[config.mk]
export PLATFORM = sky130hd
export DESIGN_NAME = echo_delay_cal
export DESIGN_NICKNAME = d
export VERILOG_FILES = /design/src/rtl/cal_pkg.sv /design/src/rtl/cal_ctrl.sv /design/src/rtl/cal_datapath.sv /design/src/rtl/echo_delay_cal.sv
export SDC_FILE = /design/constraint.sdc
export NUM_CORES = 1
export LEC_CHECK = 0
export ABC_CLOCK_PERIOD_IN_PS = 4000
export BUFFER_PORTS_ARGS = -buffer_cell sky130_fd_sc_hd__buf_2
export CORE_MARGIN = 3
export CORE_UTILIZATION = 59
export CTS_BUF_LIST = sky130_fd_sc_hd__clkbuf_2
export CTS_CLUSTER_SIZE = 30
export DETAILED_ROUTE_END_ITERATION = 7
export PLACE_DENSITY = 0.87
export RECOVER_POWER = 50
export SKIP_LAST_GASP = 1
export SYNTH_ARGS = -nofsm -noshare
export SYNTH_HDL_FRONTEND = slang
export SYNTH_HIERARCHICAL = 1
export SYNTH_SLANG_ARGS = --single-unit
[constraint.sdc]
create_clock -name clk -period 4 [get_ports clk]
set_clock_uncertainty 0.2 [all_clocks]
set_input_delay 0.4 -clock clk [delete_from_list [all_inputs] [get_ports clk]]
set_output_delay 0.4 -clock clk [all_outputs]
set_load 0.01 [all_outputs]
[src/rtl/cal_pkg.sv]
package cal_pkg;
  typedef enum logic [2:0] {
    ST_IDLE,
    ST_SEND,
    ST_WAIT,
    ST_COMPUTE,
    ST_DONE,
    ST_TIMEOUT
  } calState_t;

  typedef struct packed {
    logic capT0;
    logic capT3;
    logic compute;
  } calStrobe_t;
endpackage

[src/rtl/cal_ctrl.sv]
module cal_ctrl
  import cal_pkg::*;
#(
  parameter int PULSE_CYC = 4,
  parameter int TMO_W     = 16
) (
  input  logic             clk,
  input  logic             rstN,
  input  logic             startIn,
  input  logic             echoIn,
  input  logic [TMO_W-1:0] timeoutCycles,
  output calStrobe_t       strobe,
  output logic             calPulse,
  output logic             doneOut,
  output logic             timeoutOut
);
  localparam int PC_W = $clog2(PULSE_CYC + 1);
  localparam logic [PC_W-1:0] PULSE_LAST = PC_W'(PULSE_CYC - 1);

  calState_t       state, stateNext;
  logic [PC_W-1:0] pulseCnt;
  logic [TMO_W-1:0] waitCnt;
  logic            waitExpired;

  assign waitExpired = (waitCnt == timeoutCycles - TMO_W'(1));

  always_comb begin
    stateNext = state;
    unique case (state)
      ST_IDLE:    if (startIn) stateNext = ST_SEND;
      ST_SEND:    if (pulseCnt == PULSE_LAST) stateNext = ST_WAIT;
      ST_WAIT: begin
        if (echoIn)           stateNext = ST_COMPUTE;
        else if (waitExpired) stateNext = ST_TIMEOUT;
      end
      ST_COMPUTE: stateNext = ST_DONE;
      ST_DONE:    stateNext = ST_IDLE;
      ST_TIMEOUT: stateNext = ST_IDLE;
      default:    stateNext = ST_IDLE;
    endcase
  end

  always_ff @(posedge clk) begin
    if (!rstN) begin
      state    <= ST_IDLE;
      pulseCnt <= '0;
      waitCnt  <= '0;
    end else begin
      state    <= stateNext;
      pulseCnt <= (state == ST_SEND) ? pulseCnt + PC_W'(1) : '0;
      waitCnt  <= (state == ST_WAIT) ? waitCnt + TMO_W'(1) : '0;
    end
  end

  always_comb begin
    strobe.capT0   = (state == ST_SEND) && (pulseCnt == '0);
    strobe.capT3   = (state == ST_WAIT) && echoIn;
    strobe.compute = (state == ST_COMPUTE);
  end

  assign calPulse   = (state == ST_SEND);
  assign doneOut    = (state == ST_DONE);
  assign timeoutOut = (state == ST_TIMEOUT);

  // the departure timestamp is taken once per pulse
  a_r3_t0_once: assert property (@(posedge clk) disable iff (!rstN)
    strobe.capT0 |=> !strobe.capT0);

  // the pulse ending hands over to the echo wait
  a_r2_pulse_then_wait: assert property (@(posedge clk) disable iff (!rstN)
    $fell(calPulse) |-> (state == ST_WAIT));

  // a timeout only follows an echo wait
  a_r6_timeout_from_wait: assert property (@(posedge clk) disable iff (!rstN)
    timeoutOut |-> ($past(state) == ST_WAIT) && !$past(echoIn));

  // done follows the compute strobe by one cycle
  a_r5_done_after_compute: assert property (@(posedge clk) disable iff (!rstN)
    doneOut |-> $past(strobe.compute));
endmodule

[src/rtl/cal_datapath.sv]
module cal_datapath
  import cal_pkg::*;
#(
  parameter int TS_W = 16
) (
  input  logic            clk,
  input  logic            rstN,
  input  calStrobe_t      strobe,
  input  logic [TS_W-1:0] tsIn,
  input  logic [TS_W-1:0] turnaround,
  output logic [TS_W-2:0] delayOut,
  output logic            halfLsb
);
  logic [TS_W-1:0] t0Reg, t3Reg;
  logic [TS_W-1:0] roundTrip, netDelay;

  // modulo-2^TS_W arithmetic absorbs a timestamp wrap between T0 and T3
  assign roundTrip = t3Reg - t0Reg;
  assign netDelay  = roundTrip - turnaround;

  always_ff @(posedge clk) begin
    if (!rstN) begin
      t0Reg    <= '0;
      t3Reg    <= '0;
      delayOut <= '0;
      halfLsb  <= 1'b0;
    end else begin
      if (strobe.capT0) t0Reg <= tsIn;
      if (strobe.capT3) t3Reg <= tsIn;
      if (strobe.compute) begin
        delayOut <= netDelay[TS_W-1:1];
        halfLsb  <= netDelay[0];
      end
    end
  end

  // the result is held between compute strobes
  a_r5_result_hold: assert property (@(posedge clk) disable iff (!rstN)
    !strobe.compute |=> $stable(delayOut) && $stable(halfLsb));

  // arrival is never captured together with departure
  a_r3_capture_exclusive: assert property (@(posedge clk) disable iff (!rstN)
    !(strobe.capT0 && strobe.capT3));
endmodule

[src/rtl/echo_delay_cal.sv]
module echo_delay_cal
  import cal_pkg::*;
#(
  parameter int TS_W      = 16,
  parameter int TMO_W     = 16,
  parameter int PULSE_CYC = 4
) (
  input  logic             clk,
  input  logic             rstN,
  input  logic             startIn,
  input  logic             echoIn,
  input  logic [TS_W-1:0]  turnaround,
  input  logic [TMO_W-1:0] timeoutCycles,
  input  logic [TS_W-1:0]  tsIn,
  output logic             calPulse,
  output logic [TS_W-2:0]  delayOut,
  output logic             halfLsb,
  output logic             doneOut,
  output logic             timeoutOut
);
  calStrobe_t strobe;

  cal_ctrl #(.PULSE_CYC(PULSE_CYC), .TMO_W(TMO_W)) uCtrl (
    .clk(clk), .rstN(rstN), .startIn(startIn), .echoIn(echoIn),
    .timeoutCycles(timeoutCycles), .strobe(strobe), .calPulse(calPulse),
    .doneOut(doneOut), .timeoutOut(timeoutOut)
  );

  cal_datapath #(.TS_W(TS_W)) uPath (
    .clk(clk), .rstN(rstN), .strobe(strobe), .tsIn(tsIn),
    .turnaround(turnaround), .delayOut(delayOut), .halfLsb(halfLsb)
  );

  // done and timeout never coincide
  a_r6_status_exclusive: assert property (@(posedge clk) disable iff (!rstN)
    !(doneOut && timeoutOut));
endmodule

==> results.py, run 1 <==
metrics = {
    "status": {
        "status": "finished, final reports clean",
    },
    "clock_network": {
        "cts_sinks": 70,
        "clock_path_buffers": 2,
        "cts_resized": 0,
        "htreeDepth": 3,
        "postCtsHoldBufs": 17,
        "clk_latency_ns": 0.51,
        "cts_setup_buffers": 0,
        "numCtsBuffers": 9,
        "cts_tree": "yes",
        "cts_root_buf": "clkbuf_2",
        "clk_pin_slew_ns": 0.17,
    },
    "logic_synthesis": {
        "yosysUniqueCellTypes": 60,
        "synth_top_family_by_area": "simple AND/OR/NAND/NOR gates",
        "synth_top_area_share": 0.307,
        "seq_area_frac_synth": 0.307,
        "postSynthAreaPerCell_um2": 8.80,
        "synth-edff-count": 0,
        "yosysMostFrequentCell": "dfxtp_1",
        "synth_nets": 607,
        "synthTopCellsByArea": "dfxtp_1 (31%), mux2i_1 (7.7%), fa_1 (6.6%)",
        "netlist_area_mm2": 0.00456,
        "synth_common_cells": "dfxtp_1 (70), inv_1 (46), nor2b_1 (42), mux2i_1 (35), nor2_1 (31)",
        "synth_mux_area_frac": 0.0793,
        "synth-simple-area-share": 0.218,
        "synthArstFlopShare": 0,
        "synth_compound_area_frac": 0.152,
        "synth-xor-area-share": 0.0634,
        "synthAdderAreaFrac": 0.126,
        "ys_warn_count": 6,
        "synth_ff_type": "dfxtp_1",
        "synthCells": 518,
        "ys_ff_latch": 70,
        "synth_top_area_cell": "dfxtp_1",
    },
    "die": {
        "die_height_um": 93.9,
        "core_area_mm2": 0.00737,
        "pin_count": 71,
        "dieArea_mm2": 0.00882,
        "fp.dieW_um": 93.9,
        "row_count": 31,
        "start_util": 0.619,
    },
    "global_routing": {
        "grt_pass1_vias": 3947,
        "grt_max_degree": 52,
        "grt_overflow": 0,
        "grt_antenna_before_repair": 0,
        "grt_pass1_wl_um": 17400,
        "grt_usage": 0.247,
    },
    "finish": {
        "nets": 688,
        "fin_area_mm2": 0.00520,
        "areaGrowthSynthToFinish_pct": 14.1,
        "post-route-util": 0.706,
        "drive_gt1_frac": 0.126,
        "num-fill-cells": 585,
        "n_antenna_cell": 0,
    },
    "power": {
        "irDropWorstVdd_mv": 0.212,
        "sw_frac_of_total": 0.321,
        "p_comb_frac": 0.268,
        "switchingPower_mw": 0.484,
        "clkPwrFrac": 0.255,
        "power_density_mw_per_mm2": 290,
        "p_total_mw": 1.51,
        "intPower_mw": 1.02,
        "p_leak_nw": 2.03,
        "power_frac_seq": 0.477,
    },
    "job": {
        "cap_violations": 0,
    },
    "sta": {
        "fin_tns_setup_ns": 0,
        "setup_viol": 0,
        "finalCritPeriodShare": 0.767,
        "rsz0062_at_grt": "no",
        "drv_slew": 0,
        "slew_headroom": 0.257,
        "worstMarginPinSlew_ns": 1.11,
        "hold_violations": 0,
        "hold_slack_ns": 0.130,
        "max_freq_mhz": 326,
        "min_period_ns": 3.07,
    },
    "route": {
        "wl_met2_um": 5240,
        "routed.top_layer": "met4",
        "antenna_left": 0,
        "vias": 4043,
        "initialDrtViolationCount": 257,
        "drc": 0,
        "wl_per_cell_um": 15.0,
        "drtPass1Iterations": 8,
        "routed_wl_um": 10500,
        "wl_met3_um": 660,
        "via_per_inst": 5.76,
        "wl_met1_um": 4390,
    },
    "placement": {
        "gp_congestion": 0.900,
        "io_buffer_count": 70,
        "dpl.hpwl_um": 7750,
        "place_area_mm2": 0.00497,
    },
    "setup_path": {
        "crit_path_end_kind": "register",
        "required_ns": 4.20,
        "worstSetupPathType": "register to register",
        "critPathLaunchType": "register",
        "cp.arrival_ns": 3.27,
        "critPathMaxFanout": 4,
    },
    "min_path": {
        "hp-class": "input pin to register",
    },
}
==> layout by cell type, fill, tap and decap left out, drive strengths merged, types with 15 or more instances in the layout <==
cell / instances
clkbuf: 28
nor2b: 42
o21ai: 20
inv: 46
dlygate4sd3: 17
ha: 22
a21oi: 27
fa: 15
dfxtp: 70
buf: 53
xnor2: 20
mux2i: 35
nand2: 21
nor2: 31
==> worst max-delay path, stage by stage, from the launching register on <==
cell	delay, ns
dfxtp_1	0.37
inv_1	0.06
fa_1	0.43
fa_1	0.42
a21oi_1	0.29
o21ai_2	0.13
a221o_1	0.38
o311a_1	0.34
or3_1	0.36
==> final timing paths <==
check                          from                  to  slack (ns)  cells past startpoint
setup / recovery     uPath/t0Reg[0]  uPath/delayOut[13]        0.93                      8
hold / removal              startIn      uCtrl/state[0]        0.13                      5
setup reg to reg     uPath/t0Reg[0]  uPath/delayOut[13]        0.93                      8
hold reg to reg   uCtrl/pulseCnt[0]   uCtrl/pulseCnt[0]        0.26                      1
==> per-stage QoR <==
step | setup slack (ns) | instances
floorplan | 1.07 | 518
global placement | 0.914 | 670
detailed placement | 0.876 | 670
CTS | 1.02 | 702
global route | 0.820 | 702
finish | 0.932 | 702
==> per-layer routing <==
metal	global-route usage	vias up
met2	0.438	147
met5	0	-
met4	0.0927	0
li1	-	1977
met3	0.0457	22
met1	0.294	1897
==> flip-flops by register name, indices dropped and copies added, names as in the netlist <==
name,flops
uCtrl/waitCnt,16
uPath/t0Reg,16
uPath/t3Reg,16
uPath/delayOut,15
uCtrl/pulseCnt,3
uCtrl/state,3
uPath/halfLsb,1
==> layout make-up <==
cell class                 instances  area, um2  area share
multi-input combinational        384       2900       0.557
sequential                        70       1400       0.269
timing repair buffer              88        505      0.0972
inverter                          46        173      0.0332
tap                               99        124      0.0238
clock inverter                     5       51.3     0.00986
clock buffer                      10       50.0     0.00962
==> cell families after synthesis <==
kind of cell | after synthesis
buffers and inverters | 64
adder cells (fa/ha/maj) | 37
AO/OA/AOI/OAI | 99
flip-flops | 70
XOR/XNOR | 33
AND/OR/NAND/NOR | 179
multiplexers | 36
==> power groups by stage <==
stage                     registers (mW)  clock network, mW  logic [mW]
final                              0.719              0.385       0.403
after global routing               0.721              0.427       0.444
after CTS                          0.719              0.398       0.398
after detailed placement           0.733                  0       0.382
after global placement             0.732                  0       0.368
after floorplan                    0.731                  0       0.281
No activity file was read; power rests on OpenSTA's default activity.
==> run 2: changes to the inputs <==
- ABC_CLOCK_PERIOD_IN_PS: 4000 -> 2700
- CORE_UTILIZATION: 59 -> 54
- PLACE_DENSITY: 0.87 -> 0.85
- clock period: 4 -> 2.7 ns (I/O delays scaled with it)
==> run 2 against run 1 <==
Setup slack worse by 0.94 ns; highest routed layer unchanged; critical path depth is the same; critical endpoint unchanged; clock power is 50% higher; the flow now finishes with violations (setup timing); die area grew 8.7%.
==> results.py, run 2 (synthesis gave the netlist of run 1 again) <==
metrics = {
    "finish": {
        "drive_gt1_frac": 0.212,
        "largest_registers": "uCtrl/waitCnt (16), uPath/t0Reg (16), uPath/t3Reg (16)",
        "nets": 717,
        "areaGrowthSynthToFinish_pct": 22.3,
        "fin_area_mm2": 0.00558,
        "final_cell_mix": "dfxtp_1 (63), buf_2 (53), inv_1 (46)",
        "final_common_cell": "dfxtp_1",
        "n_antenna_cell": 0,
    },
    "clock_network": {
        "numCtsBuffers": 9,
        "cts_tree": "yes",
        "clk_pin_slew_ns": 0.20,
        "clk_latency_ns": 0.48,
        "cts_root_buf": "clkbuf_2",
        "htreeDepth": 3,
        "clock_path_buffers": 2,
        "cts_sinks": 70,
    },
    "placement": {
        "gp_congestion": 0.904,
        "place_area_mm2": 0.00520,
        "io_buffer_count": 70,
        "dpl.hpwl_um": 8100,
        "post-place-ws_ns": -0.0832,
    },
    "die": {
        "fp.dieW_um": 97.9,
        "pin_count": 71,
        "die_height_um": 97.9,
        "start_util": 0.572,
        "row_count": 32,
        "dieArea_mm2": 0.00958,
        "core_area_mm2": 0.00797,
    },
    "status": {
        "violations": "setup timing",
        "status": "complete, but fails checks",
    },
    "sta": {
        "fin_tns_setup_ns": -0.0121,
        "worstMarginPinSlew_ns": 0.858,
        "min_period_ns": 2.71,
        "drv_slew": 0,
        "slew_headroom": 0.427,
        "hold_violations": 0,
        "setup_slack_ns": -0.0121,
        "rsz0062_at_grt": "yes",
        "max_freq_mhz": 369,
        "finalCritPeriodShare": 1.00,
        "setup_viol": 1,
    },
    "power": {
        "power_density_mw_per_mm2": 430,
        "p_leak_nw": 2.17,
        "power_frac_seq": 0.445,
        "sw_frac_of_total": 0.322,
        "switchingPower_mw": 0.773,
        "intPower_mw": 1.62,
        "irDropWorstVdd_mv": 0.373,
        "clkPwrFrac": 0.242,
        "p_comb_frac": 0.314,
    },
    "setup_path": {
        "reg2reg_slack_ns": -0.01,
        "cp_num_buf_inv": 1,
        "slowest_stage": "fa_2",
        "required_ns": 2.89,
        "worstSetupPathType": "register to register",
        "critPathLaunchType": "register",
        "cpMostUsedCell": "fa_2",
        "crit_family": "compound AO/OA/AOI/OAI gates",
        "crit_path_end_kind": "register",
        "crit_path_cell_trace": "inv_1 -> fa_2 -> fa_2 -> a21oi_2 -> o21ai_2 -> a221o_1 -> o311a_1 -> or3_1",
        "max_stage_delay_ns": 0.40,
        "critPathMaxFanout": 2,
        "cp.arrival_ns": 2.90,
    },
    "global_routing": {
        "grt_antenna_before_repair": 0,
        "grt_pass1_vias": 4170,
        "grt_usage": 0.229,
        "grt_overflow": 0,
        "grt_max_degree": 43,
        "grt_pass1_wl_um": 18300,
    },
    "route": {
        "drtPass1Iterations": 5,
        "initialDrtViolationCount": 196,
        "antenna_left": 0,
        "vias": 4219,
        "wl_per_cell_um": 15.1,
        "drc": 0,
        "via_per_inst": 5.74,
        "routed_wl_um": 11100,
    },
    "job": {
        "cap_violations": 0,
    },
    "min_path": {
        "hp-class": "input pin to register",
    },
}
run 2: cell count changes in the layout (fill, tap and decap cells not counted), moves of 3 or more:
cell and delta:
buf_4 +23, ha_1 -8, dfxtp_1 -7, dfxtp_2 +7, a21oi_1 -5, ha_2 +5, clkbuf_2 +4, a21oi_2 +3
ha_4 +3
run 2: power groups by stage:
| stage | Clock, mW | Combinational, mW | Sequential [mW] |
|---|---|---|---|
| 2_1_floorplan | 0 | 0.444 | 1.08 |
| 3_3_place_gp | 0 | 0.630 | 1.08 |
| 3_5_place_dp | 0 | 0.652 | 1.09 |
| 4_1_cts | 0.593 | 0.688 | 1.06 |
| 5_1_grt | 0.648 | 0.821 | 1.07 |
| 6_report | 0.579 | 0.751 | 1.07 |
run 2: worst register-to-register path, stage by stage, from the launching register on:
cell     delay (ns)
dfxtp_2        0.36
inv_1          0.05
fa_2           0.39
fa_2           0.40
a21oi_2        0.19
o21ai_2        0.09
a221o_1        0.33
o311a_1        0.29
or3_1          0.34
run 2: layout make-up:
cell class | count | area (um2)
multi-input combinational | 384 | 3040
clock buffer | 11 | 55.1
inverter | 46 | 173
tap | 102 | 128
sequential | 70 | 1410
timing repair buffer | 117 | 718
fill | 586 | 2390
clock inverter | 5 | 50.0
run 2: what timing repair did:
item / 4_1_cts / 5_1_grt
hold buffers: 19 / 0
setup buffers: 2 / 2
resized for setup: 4 / 24
pin swaps: 9 / 12
endpoints found under the setup margin: 1 / 7
hold endpoints to repair: 39 / 0
run 2: worst paths after layout:
| path | start | end | depth (start not counted) |
|---|---|---|---|
| worst min register to register | uCtrl/pulseCnt[0] | uCtrl/pulseCnt[0] | 1 |
| worst max register to register | uPath/t0Reg[0] | uPath/delayOut[13] | 8 |
| worst min-delay path | timeoutCycles[14] | uCtrl/state[0] | 5 |
| worst max-delay path | uPath/t0Reg[0] | uPath/delayOut[13] | 8 |
run 2: per-layer routing:
metal / GRT usage / routed length, um
met1: 0.278 / 4600
met2: 0.412 / 5630
met4: 0.0660 / 177
met3: 0.0429 / 686
met5: 0 / 0
run 2: per-stage QoR:
stage,instances,power [mW],hold slack [ns],utilization
2_1_floorplan,518,1.53,0.208,-
6_report,735,2.40,0.118,0.700
4_1_cts,733,2.35,0.0521,0.693
5_1_grt,735,2.54,0.0501,0.700
3_5_place_dp,696,1.74,0.245,0.653
3_3_place_gp,696,1.71,0.230,0.653
